### src/rtl/bp_pkg.sv
package bp_pkg;

  typedef logic [1:0] ctr_t;

  localparam ctr_t CTR_STRONG_NT = 2'b00;
  localparam ctr_t CTR_WEAK_NT   = 2'b01;
  localparam ctr_t CTR_STRONG_T  = 2'b11;

  function automatic ctr_t ctr_step(input ctr_t cur, input logic up);
    ctr_t nxt;
    if (up) nxt = (cur == CTR_STRONG_T) ? cur : cur + 2'd1;
    else    nxt = (cur == CTR_STRONG_NT) ? cur : cur - 2'd1;
    return nxt;
  endfunction

  function automatic logic ctr_says_taken(input ctr_t cur);
    return cur[1];
  endfunction

endpackage

### src/rtl/bp_index.sv
module bp_index #(
  parameter int ADDR_W = 32,
  parameter int IDX_W  = 6
) (
  input  logic [ADDR_W-1:0] pc,
  output logic [IDX_W-1:0]  idx
);
  logic unused_pc_bits;

  assign idx = pc[IDX_W+1:2];
  assign unused_pc_bits = ^{pc[ADDR_W-1:IDX_W+2], pc[1:0]};
endmodule

### src/rtl/bp_counter_table.sv
module bp_counter_table
  import bp_pkg::*;
#(
  parameter int ENTRIES = 64,
  localparam int IDX_W = $clog2(ENTRIES)
) (
  input  logic             clk,
  input  logic             rst,
  input  logic             rd_en,
  input  logic [IDX_W-1:0] rd_idx,
  output logic             rd_valid,
  output logic             rd_taken,
  output logic [IDX_W-1:0] rd_idx_q,
  input  logic             wr_en,
  input  logic [IDX_W-1:0] wr_idx,
  input  logic             wr_up
);

  ctr_t [ENTRIES-1:0] cnt;

  for (genvar i = 0; i < ENTRIES; i++) begin : g_entry
    ctr_t c;
    always_ff @(posedge clk) begin
      if (rst)
        c <= CTR_WEAK_NT;
      else if (wr_en && (wr_idx == IDX_W'(i)))
        c <= ctr_step(c, wr_up);
    end
    assign cnt[i] = c;
  end

  always_ff @(posedge clk) begin
    if (rst) begin
      rd_valid <= 1'b0;
      rd_taken <= 1'b0;
      rd_idx_q <= '0;
    end else begin
      rd_valid <= rd_en;
      if (rd_en) begin
        rd_taken <= ctr_says_taken(cnt[rd_idx]);
        rd_idx_q <= rd_idx;
      end
    end
  end

  AST_TRAIN_UP_NEVER_LOWERS: assert property (@(posedge clk) disable iff (rst)
    (wr_en && wr_up) |=> (cnt[$past(wr_idx)] >= $past(cnt[wr_idx])));

  AST_TRAIN_DOWN_NEVER_RAISES: assert property (@(posedge clk) disable iff (rst)
    (wr_en && !wr_up) |=> (cnt[$past(wr_idx)] <= $past(cnt[wr_idx])));

  AST_READ_SEES_OLD_VALUE: assert property (@(posedge clk) disable iff (rst)
    (rd_en && wr_en && rd_idx == wr_idx) |=> (rd_taken == $past(cnt[rd_idx][1])));

endmodule

### src/rtl/bp_resolver.sv
module bp_resolver #(
  parameter int ADDR_W = 32,
  parameter int IDX_W  = 6
) (
  input  logic              clk,
  input  logic              rst,
  input  logic              rs_valid,
  input  logic [IDX_W-1:0]  rs_idx,
  input  logic              rs_pred_taken,
  input  logic              rs_taken,
  input  logic [ADDR_W-1:0] rs_tgt_taken,
  input  logic [ADDR_W-1:0] rs_tgt_seq,
  output logic              train_en,
  output logic [IDX_W-1:0]  train_idx,
  output logic              train_up,
  output logic              flush,
  output logic [ADDR_W-1:0] redirect_pc
);

  logic wrong_guess;

  assign wrong_guess = rs_valid && (rs_pred_taken != rs_taken);
  assign train_en    = rs_valid;
  assign train_idx   = rs_idx;
  assign train_up    = rs_taken;

  always_ff @(posedge clk) begin
    if (rst) begin
      flush       <= 1'b0;
      redirect_pc <= '0;
    end else begin
      flush <= wrong_guess;
      if (wrong_guess)
        redirect_pc <= rs_taken ? rs_tgt_taken : rs_tgt_seq;
    end
  end

  AST_MISS_FLUSHES: assert property (@(posedge clk) disable iff (rst)
    (rs_valid && rs_pred_taken != rs_taken) |=> flush);

  AST_MISS_TAKEN_TARGET: assert property (@(posedge clk) disable iff (rst)
    (rs_valid && !rs_pred_taken && rs_taken) |=> (redirect_pc == $past(rs_tgt_taken)));

  AST_MISS_SEQ_TARGET: assert property (@(posedge clk) disable iff (rst)
    (rs_valid && rs_pred_taken && !rs_taken) |=> (redirect_pc == $past(rs_tgt_seq)));

  AST_HIT_NO_FLUSH: assert property (@(posedge clk) disable iff (rst)
    (rs_valid && rs_pred_taken == rs_taken) |=> !flush);

  AST_IDLE_NO_FLUSH: assert property (@(posedge clk) disable iff (rst)
    !rs_valid |=> !flush);

endmodule

### src/rtl/bimodal_bp.sv
module bimodal_bp #(
  parameter int ADDR_W  = 32,
  parameter int ENTRIES = 64,
  localparam int IDX_W  = $clog2(ENTRIES)
) (
  input  logic              clk,
  input  logic              rst,
  input  logic              lk_valid,
  input  logic [ADDR_W-1:0] lk_pc,
  output logic              pred_valid,
  output logic              pred_taken,
  output logic [IDX_W-1:0]  pred_idx,
  input  logic              rs_valid,
  input  logic [IDX_W-1:0]  rs_idx,
  input  logic              rs_pred_taken,
  input  logic              rs_taken,
  input  logic [ADDR_W-1:0] rs_tgt_taken,
  input  logic [ADDR_W-1:0] rs_tgt_seq,
  output logic              flush,
  output logic [ADDR_W-1:0] redirect_pc
);

  logic [IDX_W-1:0] lk_idx;
  logic             train_en;
  logic [IDX_W-1:0] train_idx;
  logic             train_up;

  bp_index #(.ADDR_W(ADDR_W), .IDX_W(IDX_W)) u_index (
    .pc  (lk_pc),
    .idx (lk_idx)
  );

  bp_counter_table #(.ENTRIES(ENTRIES)) u_table (
    .clk      (clk),
    .rst      (rst),
    .rd_en    (lk_valid),
    .rd_idx   (lk_idx),
    .rd_valid (pred_valid),
    .rd_taken (pred_taken),
    .rd_idx_q (pred_idx),
    .wr_en    (train_en),
    .wr_idx   (train_idx),
    .wr_up    (train_up)
  );

  bp_resolver #(.ADDR_W(ADDR_W), .IDX_W(IDX_W)) u_resolver (
    .clk           (clk),
    .rst           (rst),
    .rs_valid      (rs_valid),
    .rs_idx        (rs_idx),
    .rs_pred_taken (rs_pred_taken),
    .rs_taken      (rs_taken),
    .rs_tgt_taken  (rs_tgt_taken),
    .rs_tgt_seq    (rs_tgt_seq),
    .train_en      (train_en),
    .train_idx     (train_idx),
    .train_up      (train_up),
    .flush         (flush),
    .redirect_pc   (redirect_pc)
  );

  AST_LOOKUP_YIELDS_PRED: assert property (@(posedge clk) disable iff (rst)
    lk_valid |=> pred_valid);

  AST_NO_LOOKUP_NO_PRED: assert property (@(posedge clk) disable iff (rst)
    !lk_valid |=> !pred_valid);

  AST_INDEX_FROM_PC: assert property (@(posedge clk) disable iff (rst)
    lk_valid |=> (pred_idx == $past(lk_pc[IDX_W+1:2])));

endmodule

### config.mk
export PLATFORM = sky130hd
export DESIGN_NAME = bimodal_bp
export DESIGN_NICKNAME = d
export VERILOG_FILES = /design/src/rtl/bp_pkg.sv /design/src/rtl/bp_index.sv /design/src/rtl/bp_counter_table.sv /design/src/rtl/bp_resolver.sv /design/src/rtl/bimodal_bp.sv
export SDC_FILE = /design/constraint.sdc
export NUM_CORES = 1
export LEC_CHECK = 0
export CORE_AREA = 3 3 145 147
export CTS_CLUSTER_DIAMETER = 120
export DETAILED_ROUTE_END_ITERATION = 6
export DIE_AREA = 0 0 148 150
export DONT_BUFFER_PORTS = 1
export GPL_ROUTABILITY_DRIVEN = 1
export GPL_TIMING_DRIVEN = 0
export SYNTH_ARGS = -nofsm -noshare
export SYNTH_HDL_FRONTEND = slang
export SYNTH_SLANG_ARGS = --single-unit
export TNS_END_PERCENT = 10
### constraint.sdc
create_clock -name clk -period 3.72 [get_ports clk]
set_clock_uncertainty 0.1 [all_clocks]
set_input_delay 0 -clock clk [delete_from_list [all_inputs] [get_ports clk]]
set_output_delay 0 -clock clk [all_outputs]
set_load 0.005 [all_outputs]
==> PnR_summary.wiki <==
{| class="wikitable"
! Metric !! Value
|-
| Critical-path maximum fanout || 10
|-
| # port buffers || 0
|-
| Area of the placeable core || 20,040 sq um
|-
| Final period util || 67.77%
|-
| First-pass GRT wire length || 49,660 um
|-
| IR drop worst, VDD || 0.0002708 V
|-
| Power share of the combinational group || 14.2%
|-
| Start-to-end type of the worst setup path || input port to register
|-
| Post-synth cell types || 41
|-
| Multiplexer share of the synthesized area || 8.725%
|-
| Worst hold slack across all endpoints || 0.01737 ns
|-
| Count of nets left with antenna violations after detail routing || 0
|-
| Total track usage || 29.02%
|-
| Terminus of the critical flop-to-flop path || u_table.rd_taken
|-
| Kind of cell adding the most delay to the critical path || buffers and inverters
|-
| TNS Setup || 0 ns
|-
| Clock Tree Buf Depth || 2
|-
| Yosys warning count || 0
|-
| Total count of max-transition violations in the final report || 0
|-
| Total clock buffers created by CTS || 17
|-
| Worst R2R Path Depth || 5
|-
| Internal power || 3.180 mW
|-
| Filler cell count in the final layout || 1,913
|-
| Total clock sinks || 169
|-
| Compound-Gate Fraction of Synth Area || 25.44%
|-
| Clock latency on the worst-skew pair || 0.45 ns
|-
| Reg-to-reg critical path startpoint || u_table.g_entry[29].c[1]
|-
| Largest net degree at the start of global routing || 19
|-
| Reported leakage power || 3.456 nW
|-
| Clock tree from TritonCTS || yes
|-
| Yosys reg bits || 169
|-
| Cell types occupying the most area after synthesis || sky130_fd_sc_hd__dfxtp_1 (38%), sky130_fd_sc_hd__a21oi_1 (7.2%), sky130_fd_sc_hd__nor2_1 (7.1%)
|-
| Root Buffer Master || sky130_fd_sc_hd__clkbuf_16
|-
| Layout Nets || 1,313
|-
| Critical Path Stages || 7
|-
| Number of rows created at floorplan || 52
|-
| Die Outline Area || 22,200 sq um
|-
| Worst setup EP type || register
|-
| Register-to-register path setup slack || 1.29 ns
|-
| Starting Density || 44.37%
|-
| Average instance area after synthesis || 8.032 sq um
|-
| Number of DRC markers in iteration 0 || 980
|-
| Area growth syn-to-layout || 19.50%
|-
| Clock period minus final worst setup slack || 2.521 ns
|-
| Arrival @ worst endpoint || 2.75 ns
|-
| Sum of routed wire length over all layers || 32,600 um
|-
| Kind of path behind the tightest hold check || input port to register
|-
| Critical path endpoint || u_table.rd_taken
|-
| RSZ-0062 raised after global routing || false
|-
| Total number of vias || 9,256
|-
| Synthesized-area fraction occupied by and/or/nand/nor cells || 22.97%
|-
| Share of async-settable or async-resettable flops after synthesis || 0%
|-
| DR vias/cell || 6.220
|-
| Relative contribution of sequential cells to total power || 45.4%
|-
| Number of setup buffers added after CTS || 0
|-
| Non-filler cells, final || 1,488
|-
| Finish-stage setup viols || 0
|-
| Cell area after technology mapping || 8891 sq um
|-
| Via count of the first global-routing pass || 8,465
|-
| Ratio of cells with drive above 1 in the final layout || 5.501%
|-
| Setup crit start kind || input port
|-
| DRC violations left || 0
|-
| Antenna violations before repair || 0
|-
| Share of the synthesized netlist area taken by xor and xnor gates || 0.09851%
|-
| Power density relative to cell area || 430.3 nW/um^2
|-
| Share of the synthesized area in the top cell type || 38.05%
|-
| Worst path cell trace || dlygate4sd3_1 > buf_2 > mux4_2 > mux4_2 > o21ai_0 > o32ai_1 > dlygate4sd3_1
|-
| Global placer's final weighted congestion || 0.9564
|-
| Transition time of the tightest slew-check pin || 0.8505 ns
|-
| Grt ovf || 0
|-
| CP required || 3.95 ns
|-
| Number of flops mapped to enable cells by yosys || 0
|-
| Peak per-stage delay on the critical path || 0.58 ns
|-
| Fmax || 0.3967 GHz
|-
| Worst rel slew slack || 43.30%
|-
| CTS clock-pin slew for the worst setup and hold paths || 0.07 ns
|-
| Hold violation total from the final report || 0
|-
| Largest area contributor in the synthesized netlist || sky130_fd_sc_hd__dfxtp_1
|-
| Pre-antenna DRT Iters || 5
|-
| Dominant combinational cell family by area after synthesis || compound AO/OA/AOI/OAI gates
|-
| Run status || complete, no violations
|-
| Library cell contributing the largest single delay on the critical path || sky130_fd_sc_hd__mux4_2
|-
| Portion of the post-synthesis area used by sequential elements || 38.05%
|-
| Detailed Place HPWL || 21,480 um
|-
| Synthesized instance count || 1,107
|-
| Dpl cells || 1,377
|-
| Reported net switching power || 1.393 mW
|-
| Htree depth || 4
|-
| Post-Syn Nets || 1,215
|-
| Most frequently used cell type in the post-synthesis netlist || sky130_fd_sc_hd__dfxtp_1
|-
| Worst setup path startpoint || lk_pc[5]
|-
| Share of power burned in the clock network || 40.4%
|-
| Count of maximum capacitance violations || 0
|-
| Die span in y || 150 um
|-
| Top post-synthesis cells by count || sky130_fd_sc_hd__dfxtp_1 (169), sky130_fd_sc_hd__nor2_1 (168), sky130_fd_sc_hd__a21oi_1 (128)
|-
| CP bufs+invs || 3
|-
| DR WL/cell || 21.91 um
|-
| Antenna cell count || 0
|-
| Prevailing post-synth register cell || sky130_fd_sc_hd__dfxtp_1
|-
| Number of ports placed on the die boundary || 149
|-
| Switch share || 30.46%
|-
| Adder and majority cell fraction of the synthesized area || 0%
|-
| Width of the die || 148 um
|}
[layout make-up]
cell class                      instances  area (sq um)  share of cell area (%)
Clock inverter                         15         180.2                   1.696
Timing Repair Buffer                   79         790.8                   7.442
Inverter                                4         15.01                  0.1413
Tap cell                              270         337.8                   3.179
Multi-Input combinational cell        834          5089                   47.89
Buffer                                100         404.1                   3.804
Clock buffer                           17         425.4                   4.004
Sequential cell                       169          3383                   31.84
[logic make-up (layout without fill, tap and decap cells)]
| logic type | count (synthesis) | count (layout) |
|---|---|---|
| buf+inv | 104 | 215 |
| compound gates | 355 | 355 |
| mux | 65 | 65 |
| simple gates | 413 | 413 |
| flops | 169 | 169 |
| xor+xnor | 1 | 1 |
[worst register-to-register path: stages (launching register included)]
cell                            delay (ns)
sky130_fd_sc_hd__dfxtp_1              0.38
sky130_fd_sc_hd__mux4_2               0.52
sky130_fd_sc_hd__mux4_2               0.51
sky130_fd_sc_hd__o21ai_0              0.16
sky130_fd_sc_hd__o32ai_1              0.08
sky130_fd_sc_hd__dlygate4sd3_1        0.57
[worst min-delay path by stage]
stage	start	to	slack, ns	cells after the start
after floorplan	lk_pc[7]	u_table.rd_idx_q[5]	0.05	2
after CTS	rs_idx[2]	u_table.g_entry[1].c[0]	0.002	4
after global routing	rs_idx[2]	u_table.g_entry[1].c[0]	0.03	4
after global placement	lk_pc[7]	u_table.rd_idx_q[5]	0.06	2
final	rs_idx[4]	u_table.g_entry[3].c[0]	0.02	4
after detailed placement	lk_pc[6]	u_table.rd_idx_q[4]	0.08	2
[metrics by stage]
stage                     util [%]  power, mW  area, sq um  worst slack [ns]
final                        53.02      4.572        10630             1.199
after global routing         53.02      4.709        10630             1.129
after CTS                    53.02      4.548        10630             1.202
after detailed placement     46.05      2.658         9229             1.666
after global placement       46.05      2.648         9229             1.736
after floorplan                  -      2.464         8891             2.068
[layout by cell type, fill, tap and decap left out, drive strengths merged, types with 37 or more instances in the layout]
| cell type | synthesis | routed |
|---|---|---|
| nor2 | 170 | 170 |
| dfxtp | 169 | 169 |
| a21oi | 128 | 128 |
| clkbuf | 63 | 80 |
| dlygate4sd3 | 0 | 79 |
| nor3 | 70 | 70 |
| nand2b | 69 | 69 |
| o21ai | 67 | 67 |
| o221ai | 60 | 60 |
| nand3 | 57 | 57 |
| mux2i | 55 | 55 |
| o31ai | 52 | 52 |
| buf | 37 | 37 |
[power by group through the flow]
stage / Clock, mW / Sequential (mW) / Combinational (mW)
floorplan: 0 / 2.06 / 0.404
global placement: 0 / 2.11 / 0.541
detailed placement: 0 / 2.11 / 0.550
CTS: 1.85 / 2.07 / 0.629
global route: 1.92 / 2.09 / 0.702
finish: 1.85 / 2.08 / 0.649
[timing repair]
| action | in CTS | in global routing |
|---|---|---|
| hold endpoints to repair | 45 | 0 |
| resized for setup | 0 | 0 |
| setup endpoints to repair | 0 | 0 |
| hold buffers | 79 | 0 |
[registers in the layout, indices dropped and copies added, names as in the netlist]
register / cells
u_resolver.flush: 1
u_resolver.redirect_pc: 32
u_table.g_entry.c: 128
u_table.rd_idx_q: 6
u_table.rd_taken: 1
u_table.rd_valid: 1
[routing by layer]
| metal | track usage, % | part of all wire [%] | up-vias |
|---|---|---|---|
| met5 | 0 | 0 | - |
| met4 | 10.72 | 3.4 | 0 |
| met3 | 6.118 | 9.0 | 56 |
| met2 | 46.02 | 45 | 464 |
| met1 | 39.14 | 43 | 4411 |
| li1 | - | - | 4325 |
Power figures use the tool's default switching activity.
